## config.mk

```make
export PLATFORM = sky130hd
export DESIGN_NAME = dac_serial_front
export DESIGN_NICKNAME = d
export VERILOG_FILES = /design/src/rtl/dsf_pkg.sv /design/src/rtl/dsf_shifter.sv /design/src/rtl/dsf_regfile.sv /design/src/rtl/dac_serial_front.sv
export SDC_FILE = /design/constraint.sdc
export NUM_CORES = 1
export LEC_CHECK = 0
export BUFFER_PORTS_ARGS = -buffer_cell sky130_fd_sc_hd__buf_2
export CORE_MARGIN = 2
export CORE_UTILIZATION = 45
export CTS_CLUSTER_SIZE = 16
export DETAILED_ROUTE_END_ITERATION = 8
export GPL_TIMING_DRIVEN = 1
export PLACE_DENSITY = 0.63
export REMOVE_ABC_BUFFERS = 1
export SETUP_SLACK_MARGIN = 0.05
export SLEW_MARGIN = 15
export SYNTH_ARGS = -nofsm -noshare
export SYNTH_HDL_FRONTEND = slang
export SYNTH_SLANG_ARGS = --single-unit
```

## constraint.sdc

```tcl
create_clock -name clk -period 1.8 [get_ports clk]
set_input_delay 0 -clock clk [delete_from_list [all_inputs] [get_ports clk]]
set_output_delay 0 -clock clk [all_outputs]
set_load 0.02 [all_outputs]
```

## src/rtl/dsf_pkg.sv

```systemverilog
// Package dsf_pkg
// Shared command codes, control-field positions and types for the serial
// DAC front end. Field positions are fixed because the host encodes them.
package dsf_pkg;
    localparam int ADDR_W = 8;

    localparam logic [ADDR_W-1:0] CMD_NOP   = 8'h00;
    localparam logic [ADDR_W-1:0] CMD_CODE  = 8'h01;
    localparam logic [ADDR_W-1:0] CMD_READ  = 8'h02;
    localparam logic [ADDR_W-1:0] CMD_CTRL  = 8'h55;
    localparam logic [ADDR_W-1:0] CMD_RESET = 8'h56;

    localparam int CTRL_RANGE_LSB = 0;
    localparam int CTRL_CHAIN_BIT = 3;
    localparam int CTRL_OEN_BIT   = 12;
    localparam int RESET_KEY_BIT  = 0;

    localparam logic [1:0] SEL_CODE = 2'b00;
    localparam logic [1:0] SEL_CTRL = 2'b01;

    typedef enum logic [1:0] {
        RNG_4_20 = 2'b00,
        RNG_0_20 = 2'b01,
        RNG_0_24 = 2'b10,
        RNG_RSVD = 2'b11
    } range_e;

    typedef struct packed {
        logic   out_en;
        logic   chain;
        range_e range;
    } ctrl_t;
endpackage

```

## src/rtl/dsf_shifter.sv

```systemverilog
// Module dsf_shifter
// Oversamples the serial link on clk. A rising sclk shifts sdin into the
// frame register, and a rising latch raises a one-cycle commit pulse.
// A readback load replaces the frame register and wins over a shift in the
// same cycle. sdo shows the frame MSB when the caller enables it.
// Assumes sclk, sdin and latch are synchronous to clk and that each level
// lasts at least one clk period.
module dsf_shifter #(
    parameter int FRAME_W = 24
) (
    input  logic               clk,
    input  logic               rst_n,
    input  logic               sclk,
    input  logic               sdin,
    input  logic               latch,
    input  logic               load,
    input  logic [FRAME_W-1:0] load_val,
    input  logic               sdo_drive,
    output logic [FRAME_W-1:0] frame,
    output logic               commit,
    output logic               sdo
);
    logic               sclk_q;
    logic               latch_q;
    logic [FRAME_W-1:0] shift_q;
    logic               sclk_rise;

    // Edge detection on the sampled link signals.
    assign sclk_rise = sclk & ~sclk_q;
    assign commit    = latch & ~latch_q;

    // Edge history and frame register update.
    always_ff @(posedge clk) begin
        if (!rst_n) begin
            sclk_q  <= 1'b0;
            latch_q <= 1'b0;
            shift_q <= '0;
        end else begin
            sclk_q  <= sclk;
            latch_q <= latch;
            if (load)
                shift_q <= load_val;
            else if (sclk_rise)
                shift_q <= {shift_q[FRAME_W-2:0], sdin};
        end
    end

    assign frame = shift_q;
    assign sdo   = sdo_drive & shift_q[FRAME_W-1];

    // a bit-clock rise moves the frame one place and takes sdin.
    p_shift_in_r2: assert property (@(posedge clk) disable iff (!rst_n)
        (sclk_rise && !load) |=> (shift_q == {$past(shift_q[FRAME_W-2:0]), $past(sdin)}));

    // with no bit-clock rise and no load, the frame holds.
    p_frame_hold_r3: assert property (@(posedge clk) disable iff (!rst_n)
        (!sclk_rise && !load) |=> $stable(shift_q));

    // a readback load places the requested word in the frame.
    p_rb_load_r7: assert property (@(posedge clk) disable iff (!rst_n)
        load |=> (shift_q == $past(load_val)));
endmodule

```

## src/rtl/dsf_regfile.sv

```systemverilog
// Module dsf_regfile
// Decodes a committed frame and holds the code and control registers and
// the readback-pending flag. It builds the readback word that the shifter
// loads. Assumes commit is a single-cycle pulse.
module dsf_regfile
    import dsf_pkg::*;
#(
    parameter int DATA_W = 16
) (
    input  logic                     clk,
    input  logic                     rst_n,
    input  logic                     commit,
    input  logic [ADDR_W+DATA_W-1:0] frame,
    output logic [DATA_W-1:0]        code_q,
    output ctrl_t                    ctrl_q,
    output logic                     rb_pending,
    output logic                     load,
    output logic [ADDR_W+DATA_W-1:0] load_val
);
    localparam int FRAME_W = ADDR_W + DATA_W;

    logic [ADDR_W-1:0] addr;
    logic [DATA_W-1:0] payload;
    logic [DATA_W-1:0] rb_word;
    logic              is_writer;

    // Split the frame into command and payload.
    assign addr    = frame[FRAME_W-1 -: ADDR_W];
    assign payload = frame[DATA_W-1:0];

    // Place the control fields at their host-visible bit positions.
    function automatic logic [DATA_W-1:0] ctrl_word(input ctrl_t c);
        logic [DATA_W-1:0] w;
        w = '0;
        w[CTRL_RANGE_LSB +: 2] = c.range;
        w[CTRL_CHAIN_BIT]      = c.chain;
        w[CTRL_OEN_BIT]        = c.out_en;
        return w;
    endfunction

    // Pick the register that a readback returns.
    always_comb begin
        case (payload[1:0])
            SEL_CODE: rb_word = code_q;
            SEL_CTRL: rb_word = ctrl_word(ctrl_q);
            default:  rb_word = '0;
        endcase
    end

    assign load      = commit && (addr == CMD_READ);
    assign load_val  = {{ADDR_W{1'b0}}, rb_word};
    assign is_writer = (addr == CMD_CODE) || (addr == CMD_CTRL) || (addr == CMD_RESET);

    // Act on a committed command.
    always_ff @(posedge clk) begin
        if (!rst_n) begin
            code_q     <= '0;
            ctrl_q     <= '0;
            rb_pending <= 1'b0;
        end else if (commit) begin
            rb_pending <= (addr == CMD_READ);
            case (addr)
                CMD_CODE: code_q <= payload;
                CMD_CTRL: begin
                    ctrl_q.range  <= range_e'(payload[CTRL_RANGE_LSB +: 2]);
                    ctrl_q.chain  <= payload[CTRL_CHAIN_BIT];
                    ctrl_q.out_en <= payload[CTRL_OEN_BIT];
                end
                CMD_RESET: begin
                    if (payload[RESET_KEY_BIT]) begin
                        code_q <= '0;
                        ctrl_q <= '0;
                    end
                end
                default: ;
            endcase
        end
    end

    // without a commit, no register changes.
    p_no_commit_r3: assert property (@(posedge clk) disable iff (!rst_n)
        !commit |=> ($stable(code_q) && $stable(ctrl_q)));

    // a code write stores the payload.
    p_code_write_r4: assert property (@(posedge clk) disable iff (!rst_n)
        (commit && addr == CMD_CODE) |=> (code_q == $past(payload)));

    // a control write takes the enable bit from its position.
    p_ctrl_write_r5: assert property (@(posedge clk) disable iff (!rst_n)
        (commit && addr == CMD_CTRL) |=> (ctrl_q.out_en == $past(payload[CTRL_OEN_BIT])));

    // no-op, readback and unknown commands leave the registers alone.
    p_ignore_r6: assert property (@(posedge clk) disable iff (!rst_n)
        (commit && !is_writer) |=> ($stable(code_q) && $stable(ctrl_q)));

    // a keyed reset returns every register to zero.
    p_soft_reset_r8: assert property (@(posedge clk) disable iff (!rst_n)
        (commit && addr == CMD_RESET && payload[RESET_KEY_BIT])
        |=> (code_q == '0 && ctrl_q == '0 && !rb_pending));
endmodule

```

## src/rtl/dac_serial_front.sv

```systemverilog
// Module dac_serial_front
// Top of the serial front end. It joins the link shifter and the register
// file. It drives the code (gated to zero by clear), the output enable and
// the range select. sdo is live while a readback is pending or chaining is
// on. Assumes the serial link is synchronous to clk.
module dac_serial_front
    import dsf_pkg::*;
#(
    parameter int DATA_W = 16
) (
    input  logic              clk,
    input  logic              rst_n,
    input  logic              sclk,
    input  logic              sdin,
    input  logic              latch,
    input  logic              clear,
    output logic              sdo,
    output logic [DATA_W-1:0] dac_code,
    output logic              out_en,
    output logic [1:0]        range_sel
);
    localparam int FRAME_W = ADDR_W + DATA_W;

    logic [FRAME_W-1:0] frame;
    logic [FRAME_W-1:0] load_val;
    logic [DATA_W-1:0]  code_q;
    logic               commit;
    logic               load;
    logic               rb_pending;
    logic               sdo_drive;
    ctrl_t              ctrl_q;

    dsf_shifter #(.FRAME_W(FRAME_W)) u_shifter (
        .clk       (clk),
        .rst_n     (rst_n),
        .sclk      (sclk),
        .sdin      (sdin),
        .latch     (latch),
        .load      (load),
        .load_val  (load_val),
        .sdo_drive (sdo_drive),
        .frame     (frame),
        .commit    (commit),
        .sdo       (sdo)
    );

    dsf_regfile #(.DATA_W(DATA_W)) u_regfile (
        .clk        (clk),
        .rst_n      (rst_n),
        .commit     (commit),
        .frame      (frame),
        .code_q     (code_q),
        .ctrl_q     (ctrl_q),
        .rb_pending (rb_pending),
        .load       (load),
        .load_val   (load_val)
    );

    // Serial output is live for readback or for chaining.
    assign sdo_drive = rb_pending | ctrl_q.chain;

    // Clear gates the code without a clock and keeps the stored value.
    assign dac_code  = clear ? '0 : code_q;
    assign out_en    = ctrl_q.out_en;
    assign range_sel = ctrl_q.range;
endmodule

```

# Word level (Yosys, flattened, before mapping)
# Cells that the tools add are included.
dict set report word_totals {
  inputBits 6
  regBits 47
  word_cells 38
}
dict set report op_classes {
  muxes 8
  n_bitwise 7
  n_reduce_logical 8
  n_eq_ne 6
}
# operator count
set ops {}
lappend ops {{two-way mux 16 bit} 4}
lappend ops {{one-hot mux 16 bit (2 select lines)} 2}
lappend ops {{== test 8 x 7 -> 1 bit (second input constant)} 2}
lappend ops {{== test 8 x 1 -> 1 bit (second input constant)} 1}
lappend ops {{== test 8 x 2 -> 1 bit (second input constant)} 1}
lappend ops {{one-hot mux 4 bit (2 select lines)} 1}
lappend ops {{AND reduction 3 bit} 2}
lappend ops {{nonzero test 2 bit} 3}
lappend ops {{two-way mux 4 bit} 1}
lappend ops {{AND 1 bit} 3}
lappend ops {{NOT 1 bit} 3}
lappend ops {{== test 2 x 1 -> 1 bit (second input constant)} 1}
lappend ops {{zero test 2 bit} 1}
lappend ops {{!= test 2 bit (second input constant)} 1}
lappend ops {{OR reduction 2 bit} 1}
lappend ops {{logical AND 1 bit} 1}
lappend ops {{OR 1 bit} 1}

# Depth between registers and ports, before layout
# Gate-level depths: netlist of run 1.
dict set report logic_depth {
  depth_word 4
  mapped_depth 6
  depth_no_buf 4
}

# Cells and area by module
# Synthesis of run 1 repeated with hierarchy kept, for this count alone.
dict set report unflattened {
  hier_cells 261
  hier_area_um2 2409.8
}
# mod instances area_per_inst_um2 cells_each
set modules_own_cells {}
lappend modules_own_cells {dsf_regfile 1 1134.8 129}
lappend modules_own_cells {dsf_shifter 1 1124.8 114}
lappend modules_own_cells {dac_serial_front 1 150.1 18}

# Worst setup path before layout of run 1
# No wires, ideal clock.
dict set report synth_path {
  path_kind {reg-to-reg}
  start {register u_shifter.shift_q[19], in the netlist u_shifter.frame[19]}
  end {register u_regfile.code_q[1]}
  period_less_slack_ns 1.413
  setup_ns 0.072
  path_stages_with_launch 6
  arrival_time_ns 1.341
  path_slack_ns 0.387
  path_cell_list {dfxtp_1 > nor3_4 > nand2_2 > o21ai_4 > buf_6 > mux2i_1}
}
dict set report synth_between {
  elab_chain_cells 3
}
# element line_no
set synth_lines {}
lappend synth_lines {{start: declaration} dsf_shifter.sv:25} ;# logic [FRAME_W-1:0] shift_q;
lappend synth_lines {{start signal: assignment} dsf_shifter.sv:42} ;# shift_q <= load_val;
lappend synth_lines {{start signal: assignment} dsf_shifter.sv:44} ;# shift_q <= {shift_q[FRAME_W-2:0], sdin};
lappend synth_lines {{== test 8 x 7 -> 1 bit or == test 8 x 1 -> 1 bit (tied branches)} --}
lappend synth_lines {{!= test 2 bit (no line) or nonzero test 2 bit (tied branches)} --}
lappend synth_lines {{AND reduction 3 bit (no line)} --}
lappend synth_lines {{end signal: assignment} dsf_regfile.sv:63} ;# CMD_CODE: code_q <= payload;
lappend synth_lines {{end: declaration} dsf_regfile.sv:14} ;# output logic [DATA_W-1:0] code_q,
# Parallel ways exist; a longest one is shown, timed or not.
# A chain may end at the register's enable or synchronous reset.

# Worst setup path after layout of run 1
dict set report layout_path {
  start {register u_shifter.shift_q[19], in the netlist u_shifter.frame[19]}
  end {register u_shifter.shift_q[8], in the netlist u_shifter.frame[8]}
}
dict set report layout_between {
  elab_chain_cells 3
}
# element line_no
set layout_lines {}
lappend layout_lines {{== test 8 x 2 -> 1 bit *} dsf_regfile.sv:50} ;# assign load = commit && (addr == CMD_READ);
lappend layout_lines {{logical AND 1 bit *} dsf_regfile.sv:50}
lappend layout_lines {{two-way mux 16 bit or nonzero test 2 bit (tied branches)} --}
# Every way passes the cells marked *; elsewhere a longest branch is shown, timed or not.

==> impl_results.html, run 1 <==
<table>
<tr><th>Metric</th><th>Value</th></tr>
<tr><th colspan="2">Pwr</th></tr>
<tr><td>Leakage power of the design</td><td>0.925 nW</td></tr>
<tr><td>Power density cells</td><td>698 mW/mm^2</td></tr>
<tr><td>Maximum vdd ir drop</td><td>0.267 mV</td></tr>
<tr><td>Post-layout power</td><td>1.73 mW</td></tr>
<tr><th colspan="2">Route</th></tr>
<tr><td>Total vias in the final route</td><td>1730</td></tr>
<tr><td>Drt total wl</td><td>4.52 mm</td></tr>
<tr><td>Number of violations reported at the end of detailed-routing iteration 0</td><td>106</td></tr>
<tr><td>Via-to-Cell Ratio</td><td>5.10</td></tr>
<tr><td>Routed len/inst</td><td>13.3 um</td></tr>
<tr><td>DRC</td><td>0</td></tr>
<tr><td>1st-pass router iterations</td><td>4</td></tr>
<tr><td>Number of nets with antenna violations after detailed routing</td><td>0</td></tr>
<tr><th colspan="2">Cells and area</th></tr>
<tr><td>Finished Core Util</td><td>0.528</td></tr>
<tr><td>Syn-to-layout area delta</td><td>13.1%</td></tr>
<tr><td>Most common library cell in the layout ignoring fill and taps</td><td>sky130_fd_sc_hd__nand2_1</td></tr>
<tr><td>Most used cells in the layout excluding fill and tap cells</td><td>74 x sky130_fd_sc_hd__nand2_1, 47 x sky130_fd_sc_hd__dfxtp_1, 25 x sky130_fd_sc_hd__buf_2, 24 x sky130_fd_sc_hd__mux2i_1, 23 x sky130_fd_sc_hd__a21oi_1</td></tr>
<tr><td>Number of inserted diodes</td><td>0</td></tr>
<tr><td>Post-layout net count</td><td>292</td></tr>
<tr><td>Layout filler cell count</td><td>436</td></tr>
<tr><td>Proportion of layout cells with a drive suffix above 1</td><td>0.204</td></tr>
<tr><td>Count of non-filler cells in the finished layout</td><td>339</td></tr>
<tr><td>Final std cell area, no fill</td><td>0.00248 mm^2</td></tr>
<tr><th colspan="2">Global routing</th></tr>
<tr><td>First-pass GRT wire length</td><td>7.39 mm</td></tr>
<tr><td>Pin count of the biggest net entering global routing</td><td>28</td></tr>
<tr><td>Total routing resource utilization after global routing</td><td>0.182</td></tr>
<tr><td>Remaining global-route overflow</td><td>0</td></tr>
<tr><td>Vias in the first global route</td><td>1519</td></tr>
<tr><td>Initial antenna violation count</td><td>0</td></tr>
<tr><th colspan="2">STA</th></tr>
<tr><td>Pins Over Slew Limit</td><td>0</td></tr>
<tr><td>Worst Max-Slew Pin Slew</td><td>0.464 ns</td></tr>
<tr><td>Period utilisation layout</td><td>0.879</td></tr>
<tr><td>Setup skew after layout</td><td>0.00645 ns</td></tr>
<tr><td>Finish-stage setup viols</td><td>0</td></tr>
<tr><td>Setup repair after global routing missed its margin</td><td>false</td></tr>
<tr><td>Max Clock Freq</td><td>632 MHz</td></tr>
<tr><td>Setup TNS after final layout</td><td>0 ns</td></tr>
<tr><td>Worst-case headroom to the max-slew limit</td><td>0.689</td></tr>
<tr><td>Clock period minus worst slack</td><td>1.58 ns</td></tr>
<tr><td>Final Hold Violating Endpoints</td><td>0</td></tr>
<tr><th colspan="2">Setup path</th></tr>
<tr><td>Cells along the critical path</td><td>nor3_4 -&gt; and4_1 -&gt; buf_4 -&gt; nand3_1 -&gt; a21oi_1</td></tr>
<tr><td>Highest net fanout along the worst path</td><td>9</td></tr>
<tr><td>Startpoint types</td><td>flip-flop</td></tr>
<tr><td>Sort of element at the end of the critical path</td><td>flip-flop</td></tr>
<tr><td>Worst Setup Path Type</td><td>reg -&gt; reg</td></tr>
<tr><td>Endpoint arrival time on the critical path</td><td>1.81 ns</td></tr>
<tr><td>Worst path required time</td><td>2.03 ns</td></tr>
<tr><td>Slowest CP cell</td><td>sky130_fd_sc_hd__and4_1</td></tr>
<tr><td>CP max stage delay</td><td>0.44 ns</td></tr>
<tr><th colspan="2">Floorplanning</th></tr>
<tr><td>Core Rows</td><td>25</td></tr>
<tr><td>Die Span Y</td><td>73.8 um</td></tr>
<tr><td>Starting Density</td><td>0.467</td></tr>
<tr><td>Die outline area</td><td>0.00544 mm^2</td></tr>
<tr><td>Core ar.</td><td>0.00469 mm^2</td></tr>
<tr><td>Boundary Pins</td><td>26</td></tr>
<tr><td>Die span in x</td><td>73.8 um</td></tr>
<tr><th colspan="2">Synthesis</th></tr>
<tr><td>YS warnings</td><td>0</td></tr>
<tr><td>Sequential fraction of the synthesis area</td><td>0.430</td></tr>
<tr><td>Cell count after synthesis</td><td>259</td></tr>
<tr><td>Average cell area after synthesis</td><td>8.45 um^2</td></tr>
<tr><td>Cell variety after synth</td><td>27</td></tr>
<tr><td>Cell Area, Synth</td><td>0.00219 mm^2</td></tr>
<tr><td>Seq cells post-synth</td><td>47</td></tr>
<tr><th colspan="2">Placed design</th></tr>
<tr><td>Total placed instance area</td><td>0.00236 mm^2</td></tr>
<tr><td>Final estimated routing congestion in global placement</td><td>0.802</td></tr>
<tr><td>Dpl hpwl</td><td>2.93 mm</td></tr>
<tr><td>IO Port Bufs</td><td>25</td></tr>
<tr><td>Cell total after placement</td><td>330</td></tr>
<tr><th colspan="2">Clock tree</th></tr>
<tr><td>TritonCTS buffer count</td><td>5</td></tr>
<tr><td>TritonCTS clock tree</td><td>built</td></tr>
<tr><td>PostCTS Resize Cnt</td><td>0</td></tr>
<tr><td>H-Tree Depth</td><td>2</td></tr>
<tr><td>Clock sink count</td><td>47</td></tr>
<tr><td>Number of buffers on the longest clock path</td><td>2</td></tr>
<tr><td>Clock edge transition at the registers on the reported setup and hold paths</td><td>0.08 ns</td></tr>
<tr><td>Clk_lat worst skew</td><td>0.30 ns</td></tr>
<tr><td>Clk Tree Root Cell</td><td>sky130_fd_sc_hd__clkbuf_8</td></tr>
<tr><th colspan="2">Worst hold path</th></tr>
<tr><td>Path type of the worst min-delay path</td><td>in -&gt; reg</td></tr>
<tr><th colspan="2">Run</th></tr>
<tr><td>Max_cap viols</td><td>0</td></tr>
<tr><th colspan="2">Status</th></tr>
<tr><td>Run status</td><td>complete, no violations</td></tr>
</table>
-- sequential cells by signal, summed over array words and instances (netlist names) --
signal	count
u_shifter.frame	24
u_regfile.code_q	16
u_regfile.ctrl_q	4
u_regfile.rb_pending	1
u_shifter.latch_q	1
u_shifter.sclk_q	1
-- worst paths after layout --
kind                     endpoint  cells after the start                  from  slack, ns
min reg2reg  u_regfile.rb_pending                      2  u_regfile.rb_pending       0.47
max            u_shifter.frame[8]                      5   u_shifter.frame[19]       0.22
min            u_shifter.frame[0]                      4                  sdin       0.07
max reg2reg    u_shifter.frame[8]                      5   u_shifter.frame[19]       0.22
-- cell families (layout without fill, tap and decap cells) --
family | Yosys count | count (layout) | share of synthesized area
AO/OA/AOI/OAI | 30 | 30 | 0.0794
buffers and inverters | 19 | 45 | 0.0446
flip-flops | 47 | 47 | 0.430
multiplexers | 36 | 36 | 0.171
AND/OR/NAND/NOR | 127 | 127 | 0.275
-- synthesized netlist by cell type --
master | number | share of area
sky130_fd_sc_hd__a21oi_1 | 23 | 0.053
sky130_fd_sc_hd__nand2_1 | 74 | 0.13
sky130_fd_sc_hd__nand2_2 | 1 | 0.0029
sky130_fd_sc_hd__and3_1 | 4 | 0.011
sky130_fd_sc_hd__o21ai_0 | 3 | 0.0069
sky130_fd_sc_hd__buf_6 | 1 | 0.0051
sky130_fd_sc_hd__nor3_2 | 1 | 0.0046
sky130_fd_sc_hd__clkbuf_1 | 8 | 0.014
sky130_fd_sc_hd__o21a_1 | 2 | 0.0069
sky130_fd_sc_hd__a31oi_2 | 1 | 0.0057
sky130_fd_sc_hd__and2_1 | 2 | 0.0057
sky130_fd_sc_hd__buf_2 | 6 | 0.014
sky130_fd_sc_hd__mux2_2 | 12 | 0.062
sky130_fd_sc_hd__nor2_1 | 1 | 0.0017
sky130_fd_sc_hd__and4_1 | 1 | 0.0040
sky130_fd_sc_hd__o21ai_4 | 1 | 0.0074
sky130_fd_sc_hd__nand3_1 | 16 | 0.037
sky130_fd_sc_hd__nor3_4 | 1 | 0.0074
sky130_fd_sc_hd__nor2b_1 | 19 | 0.054
sky130_fd_sc_hd__and2b_1 | 1 | 0.0034
sky130_fd_sc_hd__dfxtp_1 | 47 | 0.43
sky130_fd_sc_hd__nand2b_1 | 2 | 0.0057
sky130_fd_sc_hd__inv_1 | 1 | 0.0017
sky130_fd_sc_hd__nor3_1 | 2 | 0.0046
sky130_fd_sc_hd__buf_4 | 3 | 0.010
sky130_fd_sc_hd__mux2i_1 | 24 | 0.11
sky130_fd_sc_hd__nand4_1 | 2 | 0.0057
-- per-stage QoR --
stage               setup WS [ns]  hold slack, ns
global placement            0.149           0.229
floorplan                   0.233          0.0781
detailed placement         0.0967           0.240
global route               0.0688          0.0996
finish                      0.217          0.0701
CTS                        0.0787          0.0760
-- where the power goes --
group          internal (mW)  total (mW)  switching (mW)  leakage, nW
clock                  0.259       0.580           0.321       0.0371
combinational         0.0333       0.101          0.0676        0.509
sequential              1.04        1.05         0.00293        0.379
total                   1.34        1.73           0.391        0.925
-- timing repair --
| item | 4_1_cts | 5_1_grt |
|---|---|---|
| setup endpoints to repair | 0 | 16 |
| hold buffers | 2 | 0 |
| endpoints found under the hold margin | 2 | 0 |
| buffers inserted | 0 | 1 |
-- layout make-up --
type	instances	area (um^2)	area share
clock buffer	6	72.6	0.0293
inverter	1	3.75	0.00152
multi-input combinational	193	1150	0.465
sequential	47	941	0.380
tap	54	67.6	0.0273
timing repair buffer	38	240	0.0970
-- layer usage --
metal	routed length (um)	track usage	share of wire
met1	2260	0.251	0.50
met2	2030	0.275	0.45
met3	143	0.0357	0.032
met4	85	0.0808	0.019
met5	0	0	0
-- worst max-delay path: cells and delay by family (launching register included) --
family / cells / cell delay (ns)
DFF: 1 / 0.35
buffers and inverters: 1 / 0.23
AOI/OAI and AO/OA: 1 / 0.13
and+or+nand+nor: 3 / 0.81
(Power assumes the default switching activity.)
==> run 2, diff against run 1 <==
Settings changed: RECOVER_POWER from default to 25.
==> run 2 against run 1 <==
Clock power about the same. First-iteration DRC count up 11%. Largest cell class unchanged. Cell area decreased by 0.81%. Critical path depth did not move. Total power shrank 0.19%. Utilization is 0.43 points lower. Clock skew down 0.00066 ns. Non-clock buffer count stayed put. Register-to-register slack is essentially flat.
==> impl_results.html, run 2 (synthesized netlist as in run 1, its figures left out) <==
<table>
<tr><th>Metric</th><th>Value</th></tr>
<tr><th colspan="2">Placed design</th></tr>
<tr><td>Dpl hpwl</td><td>2.93 mm</td></tr>
<tr><td>IO Port Bufs</td><td>25</td></tr>
<tr><td>Final estimated routing congestion in global placement</td><td>0.802</td></tr>
<tr><td>Worst setup timing slack at the placement stage</td><td>0.0967 ns</td></tr>
<tr><th colspan="2">Setup path</th></tr>
<tr><td>Worst Setup Path Type</td><td>reg -&gt; reg</td></tr>
<tr><td>Startpoint types</td><td>flip-flop</td></tr>
<tr><td>CP bufs+invs</td><td>1</td></tr>
<tr><td>Highest net fanout along the worst path</td><td>9</td></tr>
<tr><td>Worst path required time</td><td>2.02 ns</td></tr>
<tr><td>Cells along the critical path</td><td>nor3_4 -&gt; and4_1 -&gt; buf_4 -&gt; nand3_1 -&gt; a21oi_1</td></tr>
<tr><td>Number of cell instances on the worst register-to-register path</td><td>5</td></tr>
<tr><td>CP max stage delay</td><td>0.44 ns</td></tr>
<tr><td>Slowest CP cell</td><td>sky130_fd_sc_hd__and4_1</td></tr>
<tr><td>Sort of element at the end of the critical path</td><td>flip-flop</td></tr>
<tr><td>RR Endpoint</td><td>u_shifter.frame[8]</td></tr>
<tr><td>Worst path top cell family by delay</td><td>simple AND/OR/NAND/NOR gates</td></tr>
<tr><td>Slack of the worst reg-to-reg path</td><td>0.22 ns</td></tr>
<tr><td>Endpoint arrival time on the critical path</td><td>1.81 ns</td></tr>
<tr><td>FF-to-FF Start</td><td>u_shifter.frame[19]</td></tr>
<tr><th colspan="2">Clock tree</th></tr>
<tr><td>TritonCTS clock tree</td><td>built</td></tr>
<tr><td>Clock sink count</td><td>47</td></tr>
<tr><td>Clk Tree Root Cell</td><td>sky130_fd_sc_hd__clkbuf_8</td></tr>
<tr><td>PostCTS Resize Cnt</td><td>0</td></tr>
<tr><td>Clk_lat worst skew</td><td>0.30 ns</td></tr>
<tr><td>Number of buffers on the longest clock path</td><td>2</td></tr>
<tr><td>Clock edge transition at the registers on the reported setup and hold paths</td><td>0.08 ns</td></tr>
<tr><td>H-Tree Depth</td><td>2</td></tr>
<tr><td>TritonCTS buffer count</td><td>5</td></tr>
<tr><th colspan="2">Cells and area</th></tr>
<tr><td>Most common library cell in the layout ignoring fill and taps</td><td>sky130_fd_sc_hd__nand2_1</td></tr>
<tr><td>Layout filler cell count</td><td>448</td></tr>
<tr><td>Proportion of layout cells with a drive suffix above 1</td><td>0.147</td></tr>
<tr><td>Most used cells in the layout excluding fill and tap cells</td><td>74 x sky130_fd_sc_hd__nand2_1, 47 x sky130_fd_sc_hd__dfxtp_1, 24 x sky130_fd_sc_hd__mux2i_1, 23 x sky130_fd_sc_hd__a21oi_1, 19 x sky130_fd_sc_hd__nor2b_1</td></tr>
<tr><td>Number of inserted diodes</td><td>0</td></tr>
<tr><td>Post-layout net count</td><td>292</td></tr>
<tr><td>Max FFs per register</td><td>24</td></tr>
<tr><td>Syn-to-layout area delta</td><td>12.2%</td></tr>
<tr><th colspan="2">Worst hold path</th></tr>
<tr><td>Path type of the worst min-delay path</td><td>in -&gt; reg</td></tr>
<tr><td>Launch instance of the worst min-delay path</td><td>sdin</td></tr>
<tr><td>Hold path endpoint</td><td>u_shifter.frame[0]</td></tr>
<tr><td>Number of instances on the worst hold path</td><td>4</td></tr>
<tr><th colspan="2">Floorplanning</th></tr>
<tr><td>Starting Density</td><td>0.467</td></tr>
<tr><td>Boundary Pins</td><td>26</td></tr>
<tr><td>Die Span Y</td><td>73.8 um</td></tr>
<tr><td>Core ar.</td><td>0.00469 mm^2</td></tr>
<tr><td>Die span in x</td><td>73.8 um</td></tr>
<tr><td>Die outline area</td><td>0.00544 mm^2</td></tr>
<tr><td>Core Rows</td><td>25</td></tr>
<tr><th colspan="2">STA</th></tr>
<tr><td>Clock period minus worst slack</td><td>1.58 ns</td></tr>
<tr><td>Finish-stage setup viols</td><td>0</td></tr>
<tr><td>Worst Max-Slew Pin Slew</td><td>0.462 ns</td></tr>
<tr><td>Setup repair after global routing missed its margin</td><td>false</td></tr>
<tr><td>Final Hold Violating Endpoints</td><td>0</td></tr>
<tr><td>Fin worst setup slack</td><td>0.217 ns</td></tr>
<tr><td>Pins Over Slew Limit</td><td>0</td></tr>
<tr><td>Setup skew after layout</td><td>0.00579 ns</td></tr>
<tr><td>Period utilisation layout</td><td>0.880</td></tr>
<tr><td>Max Clock Freq</td><td>632 MHz</td></tr>
<tr><td>Setup TNS after final layout</td><td>0 ns</td></tr>
<tr><td>Worst-case headroom to the max-slew limit</td><td>0.690</td></tr>
<tr><th colspan="2">Global routing</th></tr>
<tr><td>First-pass GRT wire length</td><td>7.39 mm</td></tr>
<tr><td>Total routing resource utilization after global routing</td><td>0.182</td></tr>
<tr><td>Vias in the first global route</td><td>1519</td></tr>
<tr><td>Initial antenna violation count</td><td>0</td></tr>
<tr><td>Remaining global-route overflow</td><td>0</td></tr>
<tr><td>Pin count of the biggest net entering global routing</td><td>28</td></tr>
<tr><th colspan="2">Route</th></tr>
<tr><td>Drt total wl</td><td>4.50 mm</td></tr>
<tr><td>Sum of met2 wire segment lengths after detailed routing</td><td>2.04 mm</td></tr>
<tr><td>DRC</td><td>0</td></tr>
<tr><td>Number of nets with antenna violations after detailed routing</td><td>0</td></tr>
<tr><td>Uppermost signal routing layer after detailed routing</td><td>met4</td></tr>
<tr><td>Number of violations reported at the end of detailed-routing iteration 0</td><td>118</td></tr>
<tr><td>Routed len/inst</td><td>13.3 um</td></tr>
<tr><td>1st-pass router iterations</td><td>4</td></tr>
<tr><td>DR WL met3</td><td>140 um</td></tr>
<tr><td>Via-to-Cell Ratio</td><td>5.09</td></tr>
<tr><td>Total vias in the final route</td><td>1725</td></tr>
<tr><td>Wire length on met1</td><td>2.24 mm</td></tr>
<tr><th colspan="2">Pwr</th></tr>
<tr><td>Power density cells</td><td>702 mW/mm^2</td></tr>
<tr><td>Maximum vdd ir drop</td><td>0.267 mV</td></tr>
<tr><td>Leakage power of the design</td><td>0.858 nW</td></tr>
<tr><th colspan="2">Run</th></tr>
<tr><td>Max_cap viols</td><td>0</td></tr>
<tr><th colspan="2">Status</th></tr>
<tr><td>Run status</td><td>complete, no violations</td></tr>
</table>
[run 2: changes by cell type in the layout (fill, tap and decap cells not counted), sizes merged]
cell / previous run / this run
buf: 36 / 20
clkbuf: 6 / 22
[run 2: stage by stage]
stage | hold WS (ns) | power, mW | instance area (um^2) | cells | utilization
2_1_floorplan | 0.0781 | 1.12 | 2100 | 241 | -
3_3_place_gp | 0.229 | 1.17 | 2360 | 330 | 0.504
3_5_place_dp | 0.240 | 1.17 | 2360 | 330 | 0.504
4_1_cts | 0.0760 | 1.74 | 2460 | 338 | 0.523
5_1_grt | 0.0996 | 1.79 | 2460 | 339 | 0.523
6_report | 0.0712 | 1.72 | 2460 | 339 | 0.523
[run 2: how the worst max path moves through the flow]
| stage | from | to | slack, ns | depth (start not counted) |
|---|---|---|---|---|
| 6_report | u_shifter.frame[19] | u_shifter.frame[8] | 0.22 | 5 |
| 5_1_grt | latch | u_shifter.frame[9] | 0.07 | 7 |
| 3_5_place_dp | u_shifter.frame[19] | u_regfile.code_q[8] | 0.1 | 4 |
| 2_1_floorplan | u_shifter.frame[19] | u_shifter.frame[16] | 0.23 | 4 |
| 3_3_place_gp | u_shifter.frame[19] | u_regfile.code_q[6] | 0.15 | 4 |
| 4_1_cts | u_shifter.frame[19] | u_regfile.code_q[8] | 0.08 | 4 |
[run 2: timing repair]
action                                 in CTS  in global routing
hold buffers                                2                  0
endpoints found under the hold margin       2                  0
buffers inserted                            0                  1
setup endpoints to repair                   0                 16
[run 2: report_power, final]
part | switching (mW) | internal [mW]
combinational | 0.0675 | 0.0327
sequential | 0.00294 | 1.04
clock | 0.319 | 0.259
total | 0.389 | 1.34
[run 2: final cells by class]
type                    instances  area (um^2)  area share
flip-flops and latches         47          941       0.383
clock buffers                   6         72.6      0.0295
inverters                       1         3.75     0.00153
multi-input cells             193         1150       0.469
repair buffers                 38          220      0.0897
well taps                      54         67.6      0.0275
[run 2: worst reg2reg max path, stage by stage, from the launching register on]
cell,delay (ns)
sky130_fd_sc_hd__dfxtp_1,0.35
sky130_fd_sc_hd__nor3_4,0.29
sky130_fd_sc_hd__and4_1,0.44
sky130_fd_sc_hd__buf_4,0.24
sky130_fd_sc_hd__nand3_1,0.09
sky130_fd_sc_hd__a21oi_1,0.13
[run 2: metal layers]
| layer | up-vias | track usage |
|---|---|---|
| li1 | 917 | - |
| met1 | 765 | 0.251 |
| met2 | 34 | 0.275 |
| met3 | 9 | 0.0357 |
| met4 | 0 | 0.0808 |
| met5 | - | 0 |
==> run 3, diff against run 2 <==
Settings changed: CORE_UTILIZATION 45 to 57, PLACE_DENSITY 0.63 to 0.77.
==> run 3 against run 2 <==
Sequential share of layout area fell by 0.31 points. Die area decreased by 20%. Maximum frequency rose by 2.5%. Routed wire length is 4.0% higher. Critical path type unchanged.
==> impl_results.html, run 3 (synthesized netlist as in run 1, its figures left out) <==
<table>
<tr><th>Metric</th><th>Value</th></tr>
<tr><th colspan="2">Setup path</th></tr>
<tr><td>Slowest CP cell</td><td>sky130_fd_sc_hd__dfxtp_1</td></tr>
<tr><td>CP max stage delay</td><td>0.35 ns</td></tr>
<tr><td>Cells along the critical path</td><td>nor3_1 -&gt; and4_1 -&gt; buf_4 -&gt; nand3_1 -&gt; a21oi_1</td></tr>
<tr><td>Worst Setup Path Type</td><td>reg -&gt; reg</td></tr>
<tr><td>FF-to-FF Start</td><td>u_shifter.frame[22]</td></tr>
<tr><td>Startpoint types</td><td>flip-flop</td></tr>
<tr><td>Slack of the worst reg-to-reg path</td><td>0.25 ns</td></tr>
<tr><td>Highest net fanout along the worst path</td><td>12</td></tr>
<tr><td>RR Endpoint</td><td>u_shifter.frame[15]</td></tr>
<tr><td>Endpoint arrival time on the critical path</td><td>1.78 ns</td></tr>
<tr><td>Number of cell instances on the worst register-to-register path</td><td>5</td></tr>
<tr><td>Sort of element at the end of the critical path</td><td>flip-flop</td></tr>
<tr><td>Worst path required time</td><td>2.04 ns</td></tr>
<tr><th colspan="2">Cells and area</th></tr>
<tr><td>Number of inserted diodes</td><td>0</td></tr>
<tr><td>Most common library cell in the layout ignoring fill and taps</td><td>sky130_fd_sc_hd__nand2_1</td></tr>
<tr><td>Max FFs per register</td><td>24</td></tr>
<tr><td>Layout filler cell count</td><td>339</td></tr>
<tr><td>Most used cells in the layout excluding fill and tap cells</td><td>74 x sky130_fd_sc_hd__nand2_1, 47 x sky130_fd_sc_hd__dfxtp_1, 24 x sky130_fd_sc_hd__mux2i_1, 23 x sky130_fd_sc_hd__a21oi_1, 19 x sky130_fd_sc_hd__nor2b_1</td></tr>
<tr><td>Proportion of layout cells with a drive suffix above 1</td><td>0.153</td></tr>
<tr><td>Syn-to-layout area delta</td><td>13.1%</td></tr>
<tr><td>Post-layout net count</td><td>292</td></tr>
<tr><th colspan="2">Clock tree</th></tr>
<tr><td>TritonCTS buffer count</td><td>5</td></tr>
<tr><td>Clock edge transition at the registers on the reported setup and hold paths</td><td>0.08 ns</td></tr>
<tr><td>Clk Tree Root Cell</td><td>sky130_fd_sc_hd__clkbuf_8</td></tr>
<tr><td>Clk_lat worst skew</td><td>0.31 ns</td></tr>
<tr><td>H-Tree Depth</td><td>2</td></tr>
<tr><td>TritonCTS clock tree</td><td>built</td></tr>
<tr><td>Clock sink count</td><td>47</td></tr>
<tr><td>Number of buffers on the longest clock path</td><td>2</td></tr>
<tr><th colspan="2">Floorplanning</th></tr>
<tr><td>Boundary Pins</td><td>26</td></tr>
<tr><td>Die outline area</td><td>0.00435 mm^2</td></tr>
<tr><td>Die Span Y</td><td>66.0 um</td></tr>
<tr><td>Die span in x</td><td>66.0 um</td></tr>
<tr><td>Core ar.</td><td>0.00369 mm^2</td></tr>
<tr><td>Core Rows</td><td>22</td></tr>
<tr><td>Starting Density</td><td>0.594</td></tr>
<tr><th colspan="2">Route</th></tr>
<tr><td>Routed len/inst</td><td>14.0 um</td></tr>
<tr><td>Total vias in the final route</td><td>1804</td></tr>
<tr><td>Via-to-Cell Ratio</td><td>5.39</td></tr>
<tr><td>Number of violations reported at the end of detailed-routing iteration 0</td><td>144</td></tr>
<tr><td>Drt total wl</td><td>4.68 mm</td></tr>
<tr><td>Number of nets with antenna violations after detailed routing</td><td>0</td></tr>
<tr><td>1st-pass router iterations</td><td>7</td></tr>
<tr><td>DRC</td><td>0</td></tr>
<tr><th colspan="2">Worst hold path</th></tr>
<tr><td>Launch instance of the worst min-delay path</td><td>sdin</td></tr>
<tr><td>Number of instances on the worst hold path</td><td>4</td></tr>
<tr><td>Hold path endpoint</td><td>u_shifter.frame[0]</td></tr>
<tr><td>Path type of the worst min-delay path</td><td>in -&gt; reg</td></tr>
<tr><th colspan="2">Global routing</th></tr>
<tr><td>Remaining global-route overflow</td><td>0</td></tr>
<tr><td>Vias in the first global route</td><td>1684</td></tr>
<tr><td>Initial antenna violation count</td><td>0</td></tr>
<tr><td>Total routing resource utilization after global routing</td><td>0.232</td></tr>
<tr><td>First-pass GRT wire length</td><td>7.60 mm</td></tr>
<tr><td>Pin count of the biggest net entering global routing</td><td>28</td></tr>
<tr><th colspan="2">STA</th></tr>
<tr><td>Pins Over Slew Limit</td><td>0</td></tr>
<tr><td>Clock period minus worst slack</td><td>1.55 ns</td></tr>
<tr><td>Period utilisation layout</td><td>0.858</td></tr>
<tr><td>Finish-stage setup viols</td><td>0</td></tr>
<tr><td>Worst Max-Slew Pin Slew</td><td>0.877 ns</td></tr>
<tr><td>Max Clock Freq</td><td>647 MHz</td></tr>
<tr><td>Setup repair after global routing missed its margin</td><td>false</td></tr>
<tr><td>Final Hold Violating Endpoints</td><td>0</td></tr>
<tr><td>Setup TNS after final layout</td><td>0 ns</td></tr>
<tr><td>Final hold slack</td><td>0.0723 ns</td></tr>
<tr><td>Worst-case headroom to the max-slew limit</td><td>0.413</td></tr>
<tr><td>Setup skew after layout</td><td>0.00816 ns</td></tr>
<tr><th colspan="2">Run</th></tr>
<tr><td>Max_cap viols</td><td>0</td></tr>
<tr><th colspan="2">Status</th></tr>
<tr><td>Run status</td><td>complete, no violations</td></tr>
<tr><th colspan="2">Pwr</th></tr>
<tr><td>Post-layout power</td><td>1.84 mW</td></tr>
<tr><td>Power density cells</td><td>744 mW/mm^2</td></tr>
<tr><td>Maximum vdd ir drop</td><td>0.414 mV</td></tr>
<tr><td>Leakage power of the design</td><td>0.873 nW</td></tr>
<tr><th colspan="2">Placed design</th></tr>
<tr><td>Dpl hpwl</td><td>3.04 mm</td></tr>
<tr><td>Final estimated routing congestion in global placement</td><td>0.819</td></tr>
<tr><td>IO Port Bufs</td><td>25</td></tr>
</table>
## run 3: changes by cell type in the layout (fill, tap and decap cells not counted), sizes merged
cell and change:
clkbuf +2
## run 3: how the worst max path moves through the flow
stage                              from             endpoint  slack (ns)  depth (start not counted)
floorplan           u_shifter.frame[19]  u_shifter.frame[16]        0.23                          4
global placement    u_shifter.frame[19]  u_regfile.code_q[6]        0.16                          4
detailed placement  u_shifter.frame[19]  u_regfile.code_q[3]        0.09                          4
CTS                 u_shifter.frame[19]  u_regfile.code_q[3]        0.08                          4
global route        u_shifter.frame[20]   u_shifter.frame[4]        0.12                          5
finish              u_shifter.frame[22]  u_shifter.frame[15]        0.25                          5
## run 3: per-layer routing
layer | GRT usage | wire length, um | up-vias
met5 | 0 | 0 | -
met3 | 0.0426 | 184 | 10
met2 | 0.402 | 2290 | 41
met1 | 0.277 | 2090 | 841
li1 | - | - | 912
met4 | 0.107 | 110 | 0
## run 3: power breakdown
group | internal [mW] | switching, mW | leakage, nW
registers | 1.04 | 0.00383 | 0.379
clock network | 0.351 | 0.346 | 0.0515
logic | 0.0319 | 0.0667 | 0.442
## run 3: layout make-up
type,instances,area (um^2),area share
Inverter,1,3.75,0.00152
Multi-Input combinational cell,193,1150,0.465
Tap cell,48,60.1,0.0243
Timing Repair Buffer,38,220,0.0889
Sequential cell,47,941,0.380
Clock buffer,8,100,0.0404
## run 3: per-stage QoR
step	area, um^2	worst slack (ns)	cells	util
2_1_floorplan	2100	0.233	241	-
3_3_place_gp	2360	0.164	324	0.639
3_5_place_dp	2360	0.0928	324	0.639
4_1_cts	2480	0.0792	334	0.671
5_1_grt	2480	0.124	335	0.671
6_report	2480	0.255	335	0.671
## run 3: timing repair
item                                   in CTS  in global routing
hold buffers                                2                  0
endpoints found under the hold margin       2                  0
setup buffers                               0                  1
setup endpoints to repair                   0                 15
resized for setup                           0                  0
## run 3: critical path: cells and delay by family (launching register included)
| kind | cells | cell delay, ns |
|---|---|---|
| AO/OA/AOI/OAI | 1 | 0.16 |
| flip-flops | 1 | 0.35 |
| AND/OR/NAND/NOR | 3 | 0.72 |
| buffers and inverters | 1 | 0.24 |
